### src/rtl/vga_ct_pkg.sv
package vga_ct_pkg;
  // coarse horizontal timing, in eight-dot steps
  localparam int H_VIS_END   = 80;
  localparam int H_SYNC_BEG  = 82;
  localparam int H_SYNC_END  = 94;
  localparam int H_TOTAL     = 100;
  // vertical timing, in lines
  localparam int V_VIS_END   = 480;
  localparam int V_SYNC_BEG  = 490;
  localparam int V_SYNC_END  = 492;
  localparam int V_TOTAL     = 525;
endpackage

### src/rtl/vga_ct_counter.sv
module vga_ct_counter #(
  parameter int TOTAL = 100,
  parameter int W     = $clog2(TOTAL)
) (
  input  logic         clk_i,
  input  logic         rst_ni,
  input  logic         en_i,
  output logic [W-1:0] count_o,
  output logic [W-1:0] next_o,
  output logic         wrap_o
);
  logic [W-1:0] count_q;

  assign wrap_o  = (count_q == W'(TOTAL - 1));
  assign next_o  = wrap_o ? '0 : count_q + W'(1);
  assign count_o = count_q;

  always_ff @(posedge clk_i or negedge rst_ni) begin
    if (!rst_ni)   count_q <= '0;
    else if (en_i) count_q <= next_o;
  end

  // count never reaches the terminal value
  a_r3_in_range: assert property (@(posedge clk_i) disable iff (!rst_ni)
    count_q < W'(TOTAL));
endmodule

### src/rtl/vga_ct_event_bit.sv
module vga_ct_event_bit #(
  parameter int W      = 7,
  parameter int SET_AT = 80,
  parameter int CLR_AT = 0
) (
  input  logic         clk_i,
  input  logic         rst_ni,
  input  logic         en_i,
  input  logic [W-1:0] next_i,
  output logic         state_o
);
  logic state_q;

  always_ff @(posedge clk_i or negedge rst_ni) begin
    if (!rst_ni) state_q <= 1'b0;
    else if (en_i) begin
      if (next_i == W'(SET_AT))      state_q <= 1'b1;
      else if (next_i == W'(CLR_AT)) state_q <= 1'b0;
    end
  end

  assign state_o = state_q;

  // state only moves on an enabled edge
  a_r2_bit_hold: assert property (@(posedge clk_i) disable iff (!rst_ni)
    !en_i |=> $stable(state_q));
endmodule

### src/rtl/vga_coarse_timing.sv
module vga_coarse_timing
  import vga_ct_pkg::*;
#(
  parameter int  H_BLANK_AT = H_VIS_END,
  parameter int  H_SYNC_AT  = H_SYNC_BEG,
  parameter int  H_SYNC_TO  = H_SYNC_END,
  parameter int  H_STEPS    = H_TOTAL,
  parameter int  V_BLANK_AT = V_VIS_END,
  parameter int  V_SYNC_AT  = V_SYNC_BEG,
  parameter int  V_SYNC_TO  = V_SYNC_END,
  parameter int  V_LINES    = V_TOTAL,
  localparam int HW         = $clog2(H_STEPS),
  localparam int VW         = $clog2(V_LINES)
) (
  input  logic          clk_i,
  input  logic          rst_ni,
  input  logic          tick_i,
  output logic [HW-1:0] hcount_o,
  output logic [VW-1:0] vcount_o,
  output logic          hsync_no,
  output logic          vsync_no,
  output logic          blank_no,
  output logic          eol_o
);
  logic [HW-1:0] h_cnt, h_nxt;
  logic [VW-1:0] v_cnt, v_nxt;
  logic          h_wrap, v_wrap, v_en;
  logic          h_blank, h_sync, v_blank, v_sync;
  logic          eol_q;

  assign v_en = tick_i & h_wrap;

  vga_ct_counter #(.TOTAL(H_STEPS), .W(HW)) i_hcnt (
    .clk_i, .rst_ni, .en_i(tick_i),
    .count_o(h_cnt), .next_o(h_nxt), .wrap_o(h_wrap));

  vga_ct_counter #(.TOTAL(V_LINES), .W(VW)) i_vcnt (
    .clk_i, .rst_ni, .en_i(v_en),
    .count_o(v_cnt), .next_o(v_nxt), .wrap_o(v_wrap));

  // horizontal event bits, decoded on the next count
  vga_ct_event_bit #(.W(HW), .SET_AT(H_BLANK_AT), .CLR_AT(0)) i_hblank (
    .clk_i, .rst_ni, .en_i(tick_i), .next_i(h_nxt), .state_o(h_blank));

  vga_ct_event_bit #(.W(HW), .SET_AT(H_SYNC_AT), .CLR_AT(H_SYNC_TO)) i_hsync (
    .clk_i, .rst_ni, .en_i(tick_i), .next_i(h_nxt), .state_o(h_sync));

  // vertical event bits, stepped once per line
  vga_ct_event_bit #(.W(VW), .SET_AT(V_BLANK_AT), .CLR_AT(0)) i_vblank (
    .clk_i, .rst_ni, .en_i(v_en), .next_i(v_nxt), .state_o(v_blank));

  vga_ct_event_bit #(.W(VW), .SET_AT(V_SYNC_AT), .CLR_AT(V_SYNC_TO)) i_vsync (
    .clk_i, .rst_ni, .en_i(v_en), .next_i(v_nxt), .state_o(v_sync));

  always_ff @(posedge clk_i or negedge rst_ni) begin
    if (!rst_ni) eol_q <= 1'b0;
    else         eol_q <= v_en;
  end

  assign hcount_o = h_cnt;
  assign vcount_o = v_cnt;
  assign hsync_no = ~h_sync;
  assign vsync_no = ~v_sync;
  assign blank_no = ~(h_blank | v_blank);
  assign eol_o    = eol_q;

  a_r2_hold_without_tick: assert property (@(posedge clk_i) disable iff (!rst_ni)
    !tick_i |=> $stable(hcount_o) && $stable(vcount_o) && $stable(blank_no));
  a_r4_eol_at_line_start: assert property (@(posedge clk_i) disable iff (!rst_ni)
    eol_o |-> hcount_o == '0);
  a_r4_eol_single: assert property (@(posedge clk_i) disable iff (!rst_ni)
    eol_o |=> !eol_o);
  a_r5_line_moves_at_eol: assert property (@(posedge clk_i) disable iff (!rst_ni)
    !$stable(vcount_o) |-> eol_o);
  a_r5_frame_wrap: assert property (@(posedge clk_i) disable iff (!rst_ni)
    v_en && v_wrap |=> vcount_o == '0);
  a_r6_hsync_window: assert property (@(posedge clk_i) disable iff (!rst_ni)
    !hsync_no |-> hcount_o >= HW'(H_SYNC_AT) && hcount_o < HW'(H_SYNC_TO));
  a_r7_vsync_window: assert property (@(posedge clk_i) disable iff (!rst_ni)
    !vsync_no |-> vcount_o >= VW'(V_SYNC_AT) && vcount_o < VW'(V_SYNC_TO));
  a_r8_visible_not_blanked: assert property (@(posedge clk_i) disable iff (!rst_ni)
    hcount_o < HW'(H_BLANK_AT) && vcount_o < VW'(V_BLANK_AT) |-> blank_no);
endmodule

### config.mk
export PLATFORM = sky130hd
export DESIGN_NAME = vga_coarse_timing
export DESIGN_NICKNAME = d
export VERILOG_FILES = /design/src/rtl/vga_ct_pkg.sv /design/src/rtl/vga_ct_counter.sv /design/src/rtl/vga_ct_event_bit.sv /design/src/rtl/vga_coarse_timing.sv
export SDC_FILE = /design/constraint.sdc
export NUM_CORES = 1
export LEC_CHECK = 0
export ABC_AREA = 1
export BUFFER_PORTS_ARGS = -buffer_cell sky130_fd_sc_hd__buf_2
export CAP_MARGIN = 40
export CORE_ASPECT_RATIO = 0.5
export CORE_MARGIN = 5
export CORE_UTILIZATION = 45
export DETAILED_ROUTE_END_ITERATION = 10
export GPL_TIMING_DRIVEN = 0
export PLACE_DENSITY_LB_ADDON = 0.08
export REMOVE_ABC_BUFFERS = 1
export SETUP_SLACK_MARGIN = 0.2
export SLEW_MARGIN = 40
export SYNTH_ARGS = -nofsm -noshare
export SYNTH_HDL_FRONTEND = slang
export SYNTH_SLANG_ARGS = --single-unit
export TNS_END_PERCENT = 30
### constraint.sdc
create_clock -name clk_i -period 1.7 [get_ports clk_i]
set_input_delay 0.51 -clock clk_i [delete_from_list [all_inputs] [get_ports clk_i]]
set_output_delay 0.51 -clock clk_i [all_outputs]
set_load 0.02 [all_outputs]
==> Yosys cells after proc, flatten, opt, wreduce, memory -nomap -nowiden <==
Cells that the tools add are included.
{ "totals": {"regBits": 22, "out_inout_bits": 21, "elab_cells": 42} }
{ "op_classes": {"n_addsub": 2, "n_eq_ne": 8, "muxes": 10, "n_bitwise": 5, "n_reduce_logical": 10} }
{ "ops": {"columns": ["cell", "count"], "rows": [
  ["10-bit by 9-bit == test with 1-bit output (second input constant)", 3],
  ["7-bit == test (second input constant)", 4],
  ["10-bit by 1-bit adder with 10-bit output (second input constant)", 1],
  ["10-bit == test (second input constant)", 1],
  ["10-bit logical NOT", 1],
  ["10-bit 2-to-1 mux", 1],
  ["1-bit 2-to-1 mux", 8],
  ["2-bit AND reduction", 4],
  ["2-bit nonzero test", 4],
  ["7-bit by 1-bit adder with 7-bit output (second input constant)", 1],
  ["7-bit logical NOT", 1],
  ["7-bit 2-to-1 mux", 1],
  ["1-bit inverter", 3],
  ["1-bit bitwise AND", 1],
  ["1-bit OR", 1]
]} }

==> Longest topological paths before layout <==
{ "depth": {"word_depth": 5, "mapped_depth": 11} }

==> Modules after synthesis <==
From an unflattened synthesis, not the netlist that was laid out.
{ "hier_totals": {"cells_unflattened": 251, "area_unflattened_um2": 1616.6} }
{ "modules_own_cells": {"columns": ["mod", "n_inst", "cells_per_inst", "area_per_inst_um2", "seq_area_each_um2"], "rows": [
  ["vga_ct_counter at i_vcnt", 1, 102, 703.2, 250.2],
  ["vga_ct_counter at i_hcnt", 1, 69, 473.0, 175.2],
  ["vga_ct_event_bit at i_vblank", 1, 21, 107.6, 25.0],
  ["vga_ct_event_bit at i_vsync", 1, 19, 106.4, 25.0],
  ["vga_ct_event_bit at i_hblank", 1, 20, 100.1, 25.0],
  ["vga_ct_event_bit at i_hsync", 1, 14, 82.6, 25.0],
  ["vga_coarse_timing", 1, 6, 43.8, 25.0]
]} }

==> Least setup slack after synthesis <==
No wires, ideal clock.
{ "synth_timing": {"path_type": "reg2reg", "startpoint": "register i_hcnt.count_q[0] (netlist: i_hcnt.count_o[0])", "endpoint": "register i_vsync.state_q (netlist: i_vsync.state_o)", "setup_ps": 116, "t_arrival_ps": 1559, "t_required_ps": 1584, "path_slack_ps": 25, "path_stages_with_launch": 12, "n_path_buf": 1, "cell_sequence": "dfrtp_1 -> ha_1 -> inv_2 -> nor2_4 -> nand3_4 -> nor2_4 -> buf_6 -> nand3_2 -> nor2_1 -> nand3_1 -> nand2_1 -> nand2_1"} }
{ "synth_between": {"elab_chain_cells": 3} }
{ "synth_lines": {"columns": ["element", "line", "source"], "rows": [
  ["from (decl)", "vga_ct_counter.sv:12", "logic [W-1:0] count_q;"],
  ["from (signal assigned)", "vga_ct_counter.sv:20", "else if (en_i) count_q <= next_o;"],
  ["7-bit == test", "vga_ct_counter.sv:14", "assign wrap_o = (count_q == W'(TOTAL - 1));"],
  ["1-bit bitwise AND", "vga_coarse_timing.sv:31", "assign v_en = tick_i & h_wrap;"],
  ["via i_vblank.en_i", "vga_ct_event_bit.sv:8", "input logic en_i,"],
  ["2-bit AND reduction (no line)", null, null],
  ["to (signal assigned)", "vga_ct_event_bit.sv:15", "if (!rst_ni) state_q <= 1'b0;"],
  ["to (signal assigned)", "vga_ct_event_bit.sv:17", "if (next_i == W'(SET_AT)) state_q <= 1'b1;"],
  ["to (signal assigned)", "vga_ct_event_bit.sv:18", "else if (next_i == W'(CLR_AT)) state_q <= 1'b0;"],
  ["to (decl)", "vga_ct_event_bit.sv:12", "logic state_q;"]
]} }
The timed path passes the listed nets, and every way through them passes these cells.
A chain may end at the register's enable or synchronous reset.

==> Worst setup path in the final report <==
{ "layout_timing": {"startpoint": "register i_vcnt.count_q[0] (netlist: i_vcnt.count_o[0])", "endpoint": "register i_vsync.state_q (netlist: i_vsync.state_o)"} }
{ "layout_between": {"elab_chain_cells": 5, "elab_cells_between_ends": 8, "classes_between": "1 x add/sub; 3 x eq/ne; 2 x mux; 2 x reduce/logical"} }
{ "layout_lines": {"columns": ["element", "line", "source"], "rows": [
  ["from (decl)", "vga_ct_counter.sv:12", null],
  ["from (signal assigned)", "vga_ct_counter.sv:20", null],
  ["10-bit by 1-bit adder with 10-bit output or 10-bit == test (tied branches)", "vga_ct_counter.sv:15, vga_ct_counter.sv:14", null],
  ["10-bit 2-to-1 mux (*)", "vga_ct_counter.sv:15", "assign next_o = wrap_o ? '0 : count_q + W'(1);"],
  ["10-bit by 9-bit == test with 1-bit output, on equally long branches", "vga_ct_event_bit.sv:18, vga_ct_event_bit.sv:17", null],
  ["2-bit nonzero test (no line)", null, null],
  ["2-bit AND reduction (no line)", null, null]
]} }
Every way passes the cells marked *; elsewhere a longest branch is shown, timed or not.

==> results.toml <==
[critical_path]
critPathMaxFanout = 7
critPathLaunchType = "flip-flop"
reg2regPathDepth = 11
ff2ff_setup_slack_ns = 0.09
critPathKind = "reg2reg"
critical_path_arrival_ns = 1.78
crit_required_ns = 1.87
critPathCaptureType = "flip-flop"

[sta]
hold_ws_ns = 0.193
hold_violations = 0
tightest_slew_ns = 0.507
slew_headroom = 0.662
period_minus_slack_ns = 1.61
report.final.slew_viol_count = 0
period_share = 0.946
clock-skew-final_ns = 0.00749
fmax_mhz = 622
setup_viol = 0
rsz0062_at_grt = "yes"

[clocking]
cts.htree.levels = 1
clockBufferDepth = 2
clock_latency_ns = 0.28
cts_root_buf = "clkbuf_8"
cts_made_buffers = 3
clkTransAtPathRegs_ns = 0.09
cts.hold.buffers_added = 0
cts_sinks = 22
cts_tree = "built"

[cells_and_area]
utilization = 0.634
nets = 257
syn_to_final_growth_pct = 31.4
layout-drive-gt1-share = 0.375
fill_cells = 268
antenna_cells = 0
regArea_um2 = 557
multi_input_area_um2 = 910

[routing]
via_count = 1442
ant_nets = 0
drt_iter0_markers = 41
avgRoutedWirePerCell_um = 12.5
drt-vias-per-instance = 5.01
drc = 0
routed_wl_mm = 3.61
dr.pass1.iters = 4

[power]
power.density_nw_per_um2 = 1290
peakVddDrop_v = 0.000725
leakage_nw = 0.966

[floorplan]
core_um2 = 3080
fp.dieH_um = 50.7
rows = 14
ioPinCount = 24
fp.dieArea_um2 = 4630
initial_core_util = 0.483
dieWidth_um = 91.3

[flow_run]
drv_cap = 0

[yosys]
synth_area_leaders = "dfrtp_1 (37%), nand2_1 (15%), inv_1 (7.1%)"
syn-instance-count = 207
ys_ff_latch = 22
synthFlopType = "dfrtp_1"
synth_most_common_cell = "nand2_1"
yosys_warnings = 0
synth.distinct_cells = 24
synth_common_cells = "nand2_1 (59), inv_1 (28), nor2_1 (23)"
synthArstFlopShare = 1.00
synth_top_area_frac = 0.370
seq_area_frac_synth = 0.370
synth.cell_area_um2 = 1490
synth.avg_cell_area_um2 = 7.19
synth-edff-count = 0
synth_top_area_cell = "dfrtp_1"

[grt]
grt_pass1_vias = 1314
grt_usage = 0.159
grt_pass1_wl_mm = 6.00
grt_max_degree = 23
antenna_found_initial = 0
grt_overflow = 0

[placement]
gp_congestion = 0.818
io_buffers = 23
hpwl_mm = 2.29

[outcome]
status = "complete, no violations"

[hold_path]
holdCritPathClass = "in2async"
logic make-up after synthesis:
group,after synthesis,share of synthesized area
buf+inv,34,0.0967
xor+xnor,1,0.00589
simple gates,119,0.389
compound gates,26,0.0959
flops,22,0.370
fa+ha+maj,5,0.0421
placed cells by master (no fill, tap or decap), types with 2 or more instances in the layout:
cell type,n
nand2_1,52
nand3_4,3
ha_1,2
o21bai_1,4
nand2_2,8
nor2_2,6
nand3_2,4
a21oi_1,2
dfrtp_2,5
inv_1,23
inv_2,7
nand4_1,4
o21ai_0,17
nor2_4,8
buf_4,19
buf_2,20
nand3_1,11
clkbuf_8,3
nor2_1,20
ha_2,2
dfrtp_1,17
per-stage QoR:
stage / instances / total power, mW / setup WS, ns / TNS, ns / cell area [um^2]
after floorplan: 203 / 1.51 / 0.0165 / 0 / 1460
after global placement: 266 / 1.76 / -0.0966 / -0.570 / 1620
after detailed placement: 266 / 1.77 / -0.0910 / -0.568 / 1620
after CTS: 287 / 2.43 / 0.151 / 0 / 1890
after global routing: 288 / 2.72 / -0.0446 / -0.105 / 1950
final: 288 / 2.52 / 0.0915 / 0 / 1950
registers in the layout (all words and copies together) (netlist names):
register          flops
i_vcnt.count_o       10
i_hcnt.count_o        7
eol_o                 1
i_hblank.state_o      1
i_hsync.state_o       1
i_vblank.state_o      1
i_vsync.state_o       1
layer usage:
layer,GRT usage,vias to the layer above,wire [um]
li1,-,742,-
met1,0.205,669,1630
met2,0.279,28,1800
met3,0.0418,3,171
met4,0.0195,0,10
met5,0,-,0
worst max-delay path, stage by stage (launching register included):
cell	delay, ns
dfrtp_2	0.46
inv_2	0.10
ha_4	0.13
inv_2	0.04
nor2_4	0.11
nand4_4	0.17
nand2_2	0.13
nor2_4	0.05
nor2_4	0.13
nand3_1	0.08
nand2_1	0.07
nand2_1	0.04
report_power, final:
part | switching (mW) | leakage (nW) | internal (mW) | total, mW
clock network | 0.193 | 0.0357 | 0.315 | 0.509
registers | 0.181 | 0.267 | 0.654 | 0.835
logic | 0.736 | 0.663 | 0.440 | 1.18
total | 1.11 | 0.966 | 1.41 | 2.52
final cells by class:
| cell class | count | area share |
|---|---|---|
| Sequential cell | 22 | 0.285 |
| Timing Repair Buffer | 40 | 0.130 |
| Clock inverter | 1 | 0.0154 |
| Inverter | 30 | 0.0576 |
| Multi-Input combinational cell | 152 | 0.465 |
| Tap cell | 40 | 0.0256 |
| Clock buffer | 3 | 0.0211 |
what timing repair did:
item                                    in CTS  in global routing
cloned                                       1                  0
buffers inserted                            16                  1
endpoints found under the setup margin      12                 21
pin swaps                                   13                  4
resized for setup                           23                 19
final timing paths:
check                                        from                 to
worst max-delay path            i_vcnt.count_o[0]    i_vsync.state_o
worst min-delay path                       rst_ni  i_hcnt.count_o[1]
worst max register to register  i_vcnt.count_o[0]    i_vsync.state_o
worst min register to register    i_vsync.state_o    i_vsync.state_o
max in group asynchronous                  rst_ni  i_vcnt.count_o[7]
min in group clk_i                         tick_i  i_hcnt.count_o[0]
(Power assumes the default switching activity.)
